## src/rtl/io_chk_pkg.sv

```systemverilog
package io_chk_pkg;

   typedef struct packed {
      logic allow;     // plain read/write region
      logic misroute;  // region that must never reach this block
      logic rom;       // read-only region
      logic hole;      // reserved hole excluded even in permissive reads
      logic rng;       // exact random-register address
   } io_class_t;

   localparam logic [7:0] ROM_REGION  = 8'hFF;
   localparam logic [7:0] HOLE_REGION = 8'h82;

endpackage

```

## src/rtl/io_region_decode.sv

```systemverilog
module io_region_decode
   import io_chk_pkg::*;
#(
   parameter int                ADDR_W   = 40,
   parameter logic [ADDR_W-1:0] RNG_ADDR = 40'h83_0000_0030
) (
   input  logic [ADDR_W-1:0] addr_al,
   output io_class_t         cls
);
   localparam int RTOP = ADDR_W - 1;

   logic [7:0] region;
   logic       fixed_hit;

   assign region = addr_al[RTOP -: 8];

   always_comb begin
      unique case (region)
         8'h80, 8'h81, 8'h83, 8'h84, 8'h85,
         8'h86, 8'h88, 8'h89, 8'h90:        fixed_hit = 1'b1;
         default:                           fixed_hit = 1'b0;
      endcase
   end

   always_comb begin
      cls          = '0;
      cls.allow    = fixed_hit | (region[7:4] == 4'hC);
      cls.misroute = (region[7:5] == 3'b101);
      cls.rom      = (region == ROM_REGION);
      cls.hole     = (region == HOLE_REGION);
      cls.rng      = (addr_al == RNG_ADDR);
   end

endmodule

```

## config.mk

```make
export PLATFORM = sky130hd
export DESIGN_NAME = io_region_decode
export DESIGN_NICKNAME = d
export VERILOG_FILES = /design/src/rtl/io_chk_pkg.sv /design/src/rtl/io_region_decode.sv
export SDC_FILE = /design/constraint.sdc
export NUM_CORES = 1
export LEC_CHECK = 0
export ABC_AREA = 1
export CORE_AREA = 3 3 40 42
export DETAILED_ROUTE_END_ITERATION = 10
export DIE_AREA = 0 0 43 45
export PLACE_DENSITY_LB_ADDON = 0.2
export SYNTH_ARGS = -nofsm -noshare
export SYNTH_HDL_FRONTEND = slang
export SYNTH_SLANG_ARGS = --single-unit
```

## constraint.sdc

```tcl
create_clock -name vclk -period 1.2
set_clock_uncertainty 0.05 [all_clocks]
set_input_delay 0.12 -clock vclk [all_inputs]
set_output_delay 0.12 -clock vclk [all_outputs]
set_load 0.05 [all_outputs]
```

=== Yosys cells after proc, flatten, opt, wreduce, memory -nomap -nowiden ===
Cells that the tools add are included.

* Bitwise operators: 1
* $mul: 0
* Magnitude comparators: 0
* Div/mod/pow operators: 0
* Multiplexer cells: 1
* Add/subtract/negate cells: 0
* Shift-type cells: 0
* Equal/unequal tests: 14
* Reductions and logical operators: 1

{| class="wikitable"
|+ Operator list
! cell !! number
|-
| $eq A8 B8 Y1 const B || 11
|-
| $eq A40 B40 Y1 const B || 1
|-
| $reduce_or A9 Y1 || 1
|-
| $eq A4 B4 Y1 const B || 1
|-
| $eq A3 B3 Y1 const B || 1
|-
| $mux W1 || 1
|-
| $or A1 B1 Y1 || 1
|}

* Latch bits: 0
* Bits in writable memories: 0
* Memories kept: 0
* Bits in registers: 0
* Input bits: 40
* Output and inout bits: 5
* ROM bits: 0

=== Longest topological paths before layout ===
Gate-level depths: netlist (run 1).

* Depth after elaboration: 4
* Mapped depth: 7
* Mapped depth without buffers: 7

=== Worst setup path after synthesis (run 1) ===
Ideal clock, no wire load.

* Path type: input -> output
* Start point: in addr_al[39]
* End point: out cls[1] in the netlist's numbering
* Data arrival time: 1,460 ps
* Slack: -430 ps
* Stages: 4
* Cells stage by stage: inv_2 > nor2_4 > nand3_2 > nor3b_1

{| class="wikitable"
|+ RTL lines
! item !! RTL line !! RTL
|-
| from (decl) || io_region_decode.sv:7 || <nowiki>input logic [ADDR_W-1:0] addr_al,</nowiki>
|-
| to (decl) || io_region_decode.sv:8 || <nowiki>output io_class_t cls</nowiki>
|}

==> results.cfg, run 1 <==
[die]
io-pin-count = 45
die_w_um = 43
dieHeight_um = 45
start_util = 0.2454
die_area_um2 = 1935
row_count = 13
core-area_um2 = 1285

[global_routing]
grt_pass1_wl_mm = 1.987
grt_pass1_vias = 509
grt_max_degree = 4
overflow = 0
antenna_found_initial = 0
grt_use_total = 0.1235

[detailed_routing]
final_antenna_net_count = 0
drc = 0
wl_per_cell_um = 9.928
drtIter0Drc = 6
first_pass_iters = 4
via_per_inst = 4.201
totalWireLength_mm = 1.380
num_vias = 584

[placed_design]
dpl_cell_area_um2 = 862.1
pre_cts_ws_ns = -0.2783
gp_congestion = 0.6964
post-dp-hpwl_mm = 1.132
dp_cells = 137
io_buffers = 45

[finish]
area_growth_pct = 150.8
flops_and_latches = 0
instances_no_fill = 139
nets = 166
design_area_um2 = 790.8
diodes = 0
clkbuf_count = 0
regArea_um2 = 0
layout-drive-gt1-share = 0.4113

[sta]
worst_pin_slew_ns = 0.2535
relSlewSlack = 0.8303
min_period_over_period = 0.9732
period_needed_ns = 1.168
setup_viol = 0
hold_slack_ns = 0.5313
fin_ws_ns = 0.03217
slew_viol_final = 0
hold_viol = 0
fmax_ghz = 0.8563

[pwr]
vdd_drop_max_mv = 0.1400
leakage_nw = 0.4624
p_per_area_nw_per_um2 = 235.3
power_w = 0.0001861

[yosys]
synth_common_cells = nand2_1, inv_1, nor2_1
ys_seq_area_frac = 0
synth_nets = 115
synth_top_area_share = 0.2500
synth_area_um2 = 315.3
synth_cells = 75
synth.area.top_cells = nand2_1, inv_1, nor2_1, nand3_1, inv_2
synth_cell_types = 14
ys_warn_count = 0
yosysMostFrequentCell = nand2_1
postSynthAreaPerCell_um2 = 4.204
yosysTopAreaCell = nand2_1

[critical_path]
cp-end-kind = output port
start_kind = input pin
cp_max_fo = 3
crit_type = input pin to output port
cp.required_ns = 1.03
cp.arrival_ns = 1.00

[job]
cap_violations = 0

[run_status]
status = completed

[min_path]
hp-class = input pin to output port

[clocking]
cts_hold_buf = 0
[worst paths after layout]
path	start	endpoint	slack (ns)	cells after the start
setup / recovery	addr_al[35]	cls[0]	0.03	9
hold / removal	addr_al[38]	cls[3]	0.53	3
[power breakdown]
part / internal (W) / switching [W] / leakage, nW
clock network: 0 / 0 / 0
logic: 0.000104 / 0.0000819 / 0.462
registers: 0 / 0 / 0
[layout make-up]
type	instances	area, µm²
well taps	15	18.77
fillers	125	494.2
inverters	24	91.34
multi-input cells	51	260.3
repair buffers	49	420.4
[cell families (layout without fill, tap and decap cells)]
kind of cell / count (synthesis) / count (layout) / synth area share
buffers and inverters: 24 / 73 / 0.2857
AO/OA/AOI/OAI: 3 / 3 / 0.04761
AND/OR/NAND/NOR: 48 / 48 / 0.6667
[stage by stage]
| stage | setup TNS, ns | utilization |
|---|---|---|
| after global placement | -0.9553 | 0.6709 |
| after global routing | -0.04812 | 0.6154 |
| after detailed placement | -1.055 | 0.6709 |
| after CTS | 0 | 0.6660 |
| final | 0 | 0.6154 |
| after floorplan | 0 | - |
[critical path, stage by stage]
cell     delay (ns)
buf_2          0.12
inv_2          0.07
nand2_1        0.07
nor2_2         0.10
nand2_1        0.08
nor2_2         0.09
nand2_1        0.07
nor2_2         0.13
buf_12         0.15
[timing repair]
item,CTS,global route
pin swaps,32,33
gates cloned,0,0
resized for setup,66,45
buffers inserted,2,0
setup endpoints to repair,5,3
[per-layer routing]
metal,GRT usage,up-vias,part of all wire
met5,0,-,0
met4,0,0,0
met1,0.1405,247,0.39
met2,0.2545,23,0.53
li1,-,314,-
met3,0.01992,0,0.085
[cells in the final DEF, fill, tap and decap left out]
| cell | n |
|---|---|
| o21ai_0 | 1 |
| nand3_2 | 1 |
| clkbuf_2 | 21 |
| nor2_2 | 6 |
| inv_2 | 5 |
| nor2_4 | 1 |
| nand4_1 | 1 |
| nand2_2 | 1 |
| nor3b_2 | 1 |
| buf_12 | 5 |
| nor2_1 | 13 |
| clkdlybuf4s15_1 | 12 |
| a21oi_1 | 2 |
| nand2_1 | 20 |
| nor3_2 | 1 |
| clkinv_2 | 1 |
| buf_4 | 4 |
| inv_1 | 18 |
| nand3_4 | 1 |
| buf_2 | 3 |
| nand3_1 | 2 |
| dlymetal6s2s_1 | 4 |
Power figures use the tool's default switching activity.
==> run 2: changes to the inputs <==
--- a/config.mk
+++ b/config.mk
@@ -6,10 +6,12 @@
 export NUM_CORES = 1
 export LEC_CHECK = 0
 export ABC_AREA = 1
-export CORE_AREA = 3 3 40 42
+export CELL_PAD_IN_SITES_DETAIL_PLACEMENT = 1
+export CELL_PAD_IN_SITES_GLOBAL_PLACEMENT = 2
+export CORE_UTILIZATION = 10
 export DETAILED_ROUTE_END_ITERATION = 10
-export DIE_AREA = 0 0 43 45
 export PLACE_DENSITY_LB_ADDON = 0.2
 export SYNTH_ARGS = -nofsm -noshare
 export SYNTH_HDL_FRONTEND = slang
 export SYNTH_SLANG_ARGS = --single-unit
+export TNS_END_PERCENT = 10
==> run 2 against run 1 <==
Setup slack improved by 0.040 ns. Largest power group unchanged. Non-clock buffer count increased by 3. Count of clock-buffer cells in the layout unchanged.
==> results.cfg, run 2 (same netlist as run 1, synthesis figures left out) <==
[run_status]
status = completed

[detailed_routing]
num_vias = 618
first_pass_iters = 2
totalWireLength_mm = 1.516
final_antenna_net_count = 0
wl_per_cell_um = 8.865
via_per_inst = 3.614
drtIter0Drc = 11
drc = 0

[finish]
mostFrequentLayoutCells = nand2_1, inv_1, buf_2, nor2_1, clkbuf_2
n_fill_cell = 412
clkbuf_count = 0
regArea_um2 = 0
diodes = 0
design_area_um2 = 832.0
nets = 169
flops_and_latches = 0
layout-drive-gt1-share = 0.4567
multi_input_area_um2 = 257.7
area_growth_pct = 163.9
final_common_cell = nand2_1

[placed_design]
dpl_cell_area_um2 = 898.4
io_buffers = 45
pre_cts_ws_ns = -0.2998
post-dp-hpwl_mm = 1.245
gp_congestion = 0.7397

[pwr]
leakage_nw = 0.4722
p_per_area_nw_per_um2 = 229.8
power_w = 0.0001912
vdd_drop_max_mv = 0.06517

[sta]
setup_viol = 0
period_needed_ns = 1.128
worst_pin_slew_ns = 0.2373
fmax_ghz = 0.8865
min_period_over_period = 0.9400
hold_slack_ns = 0.5218
slew_viol_final = 0
relSlewSlack = 0.8411
hold_viol = 0
fin_ws_ns = 0.07201
fin_tns_setup_ns = 0

[global_routing]
grt_use_total = 0.08368
grt_pass1_vias = 606
grt_pass1_wl_mm = 2.325
grt_max_degree = 4
antenna_found_initial = 0
overflow = 0

[critical_path]
path_buf_inv = 3
cp-end-kind = output port
cp_slowest_cell = buf_12
cp.required_ns = 1.03
start_kind = input pin
crit_top_cell = nand2_1
crit_family = simple AND/OR/NAND/NOR gates
cp_max_fo = 3
endpoint = cls[0]
crit_cells = 9
crit_type = input pin to output port
path_cells = buf_2 > inv_2 > nand2_1 > nor2_1 > nand2_1 > nor2_2 > nand2_1 > nor2_2 > buf_12
cpPeakStageDelay_ns = 0.15
startpoint = addr_al[34]
cp.arrival_ns = 0.96

[min_path]
hp-class = input pin to output port
whs_path_depth = 3
min-delay-start = addr_al[38]

[job]
cap_violations = 0

[die]
io-pin-count = 45
die_area_um2 = 3381
dieHeight_um = 58.15
core-area_um2 = 3028
start_util = 0.1041
die_w_um = 58.15
row_count = 20

[clocking]
cts_hold_buf = 0
==> run 2: cell types whose count changed in the layout (fill, tap and decap cells not counted), sizes merged <==
cell	before	now
clkdlybuf4s15	12	9
clkbuf	21	11
buf	12	28
==> run 2: timing repair <==
item,4_1_cts,5_1_grt
resized for setup,83,35
endpoints found under the setup margin,5,4
buffers inserted,3,1
hold endpoints to repair,0,0
pin swaps,32,30
cloned,0,0
==> run 2: worst min path at each step <==
stage                         to  slack (ns)
after floorplan           cls[3]        0.37
after global placement    cls[3]        0.95
after detailed placement  cls[1]        0.95
after CTS                 cls[3]        0.63
after global routing      cls[3]        0.55
final                     cls[3]        0.52
==> run 2: final cells by class <==
cell class | instances | area share
well taps | 44 | 0.06617
multi-input cells | 51 | 0.3098
repair buffers | 52 | 0.5143
inverters | 24 | 0.1098
==> run 2: stage by stage <==
stage | instances | util
2_1_floorplan | 75 | -
4_1_cts | 170 | 0.2773
3_5_place_dp | 167 | 0.2967
6_report | 171 | 0.2748
3_3_place_gp | 167 | 0.2967
5_1_grt | 171 | 0.2748
==> run 2: report_power, final <==
part	switching, W	internal, W	total (W)
combinational	0.0000854	0.000106	0.000191
sequential	0	0	0
clock	0	0	0
total	0.0000854	0.000106	0.000191
==> run 2: worst min-delay path, delay by kind of cell <==
kind          cells  cell delay [ns]
buf+inv           2             0.26
simple gates      1             0.07
==> run 2: per-layer routing <==
metal / vias to the layer above / track usage / share of wire
met3: 0 / 0.008929 / 0.082
met5: - / 0 / 0
li1: 318 / - / -
met2: 24 / 0.1773 / 0.57
met1: 276 / 0.09212 / 0.35
met4: 0 / 0 / 0
==> run 3: changes to the inputs <==
--- a/config.mk
+++ b/config.mk
@@ -11,6 +11,7 @@
 export CORE_UTILIZATION = 10
 export DETAILED_ROUTE_END_ITERATION = 10
 export PLACE_DENSITY_LB_ADDON = 0.2
+export SKIP_LAST_GASP = 1
 export SYNTH_ARGS = -nofsm -noshare
 export SYNTH_HDL_FRONTEND = slang
 export SYNTH_SLANG_ARGS = --single-unit
==> results of run 3 <==
Same layout as run 2: the final DEF is identical, and so are final timing and power.
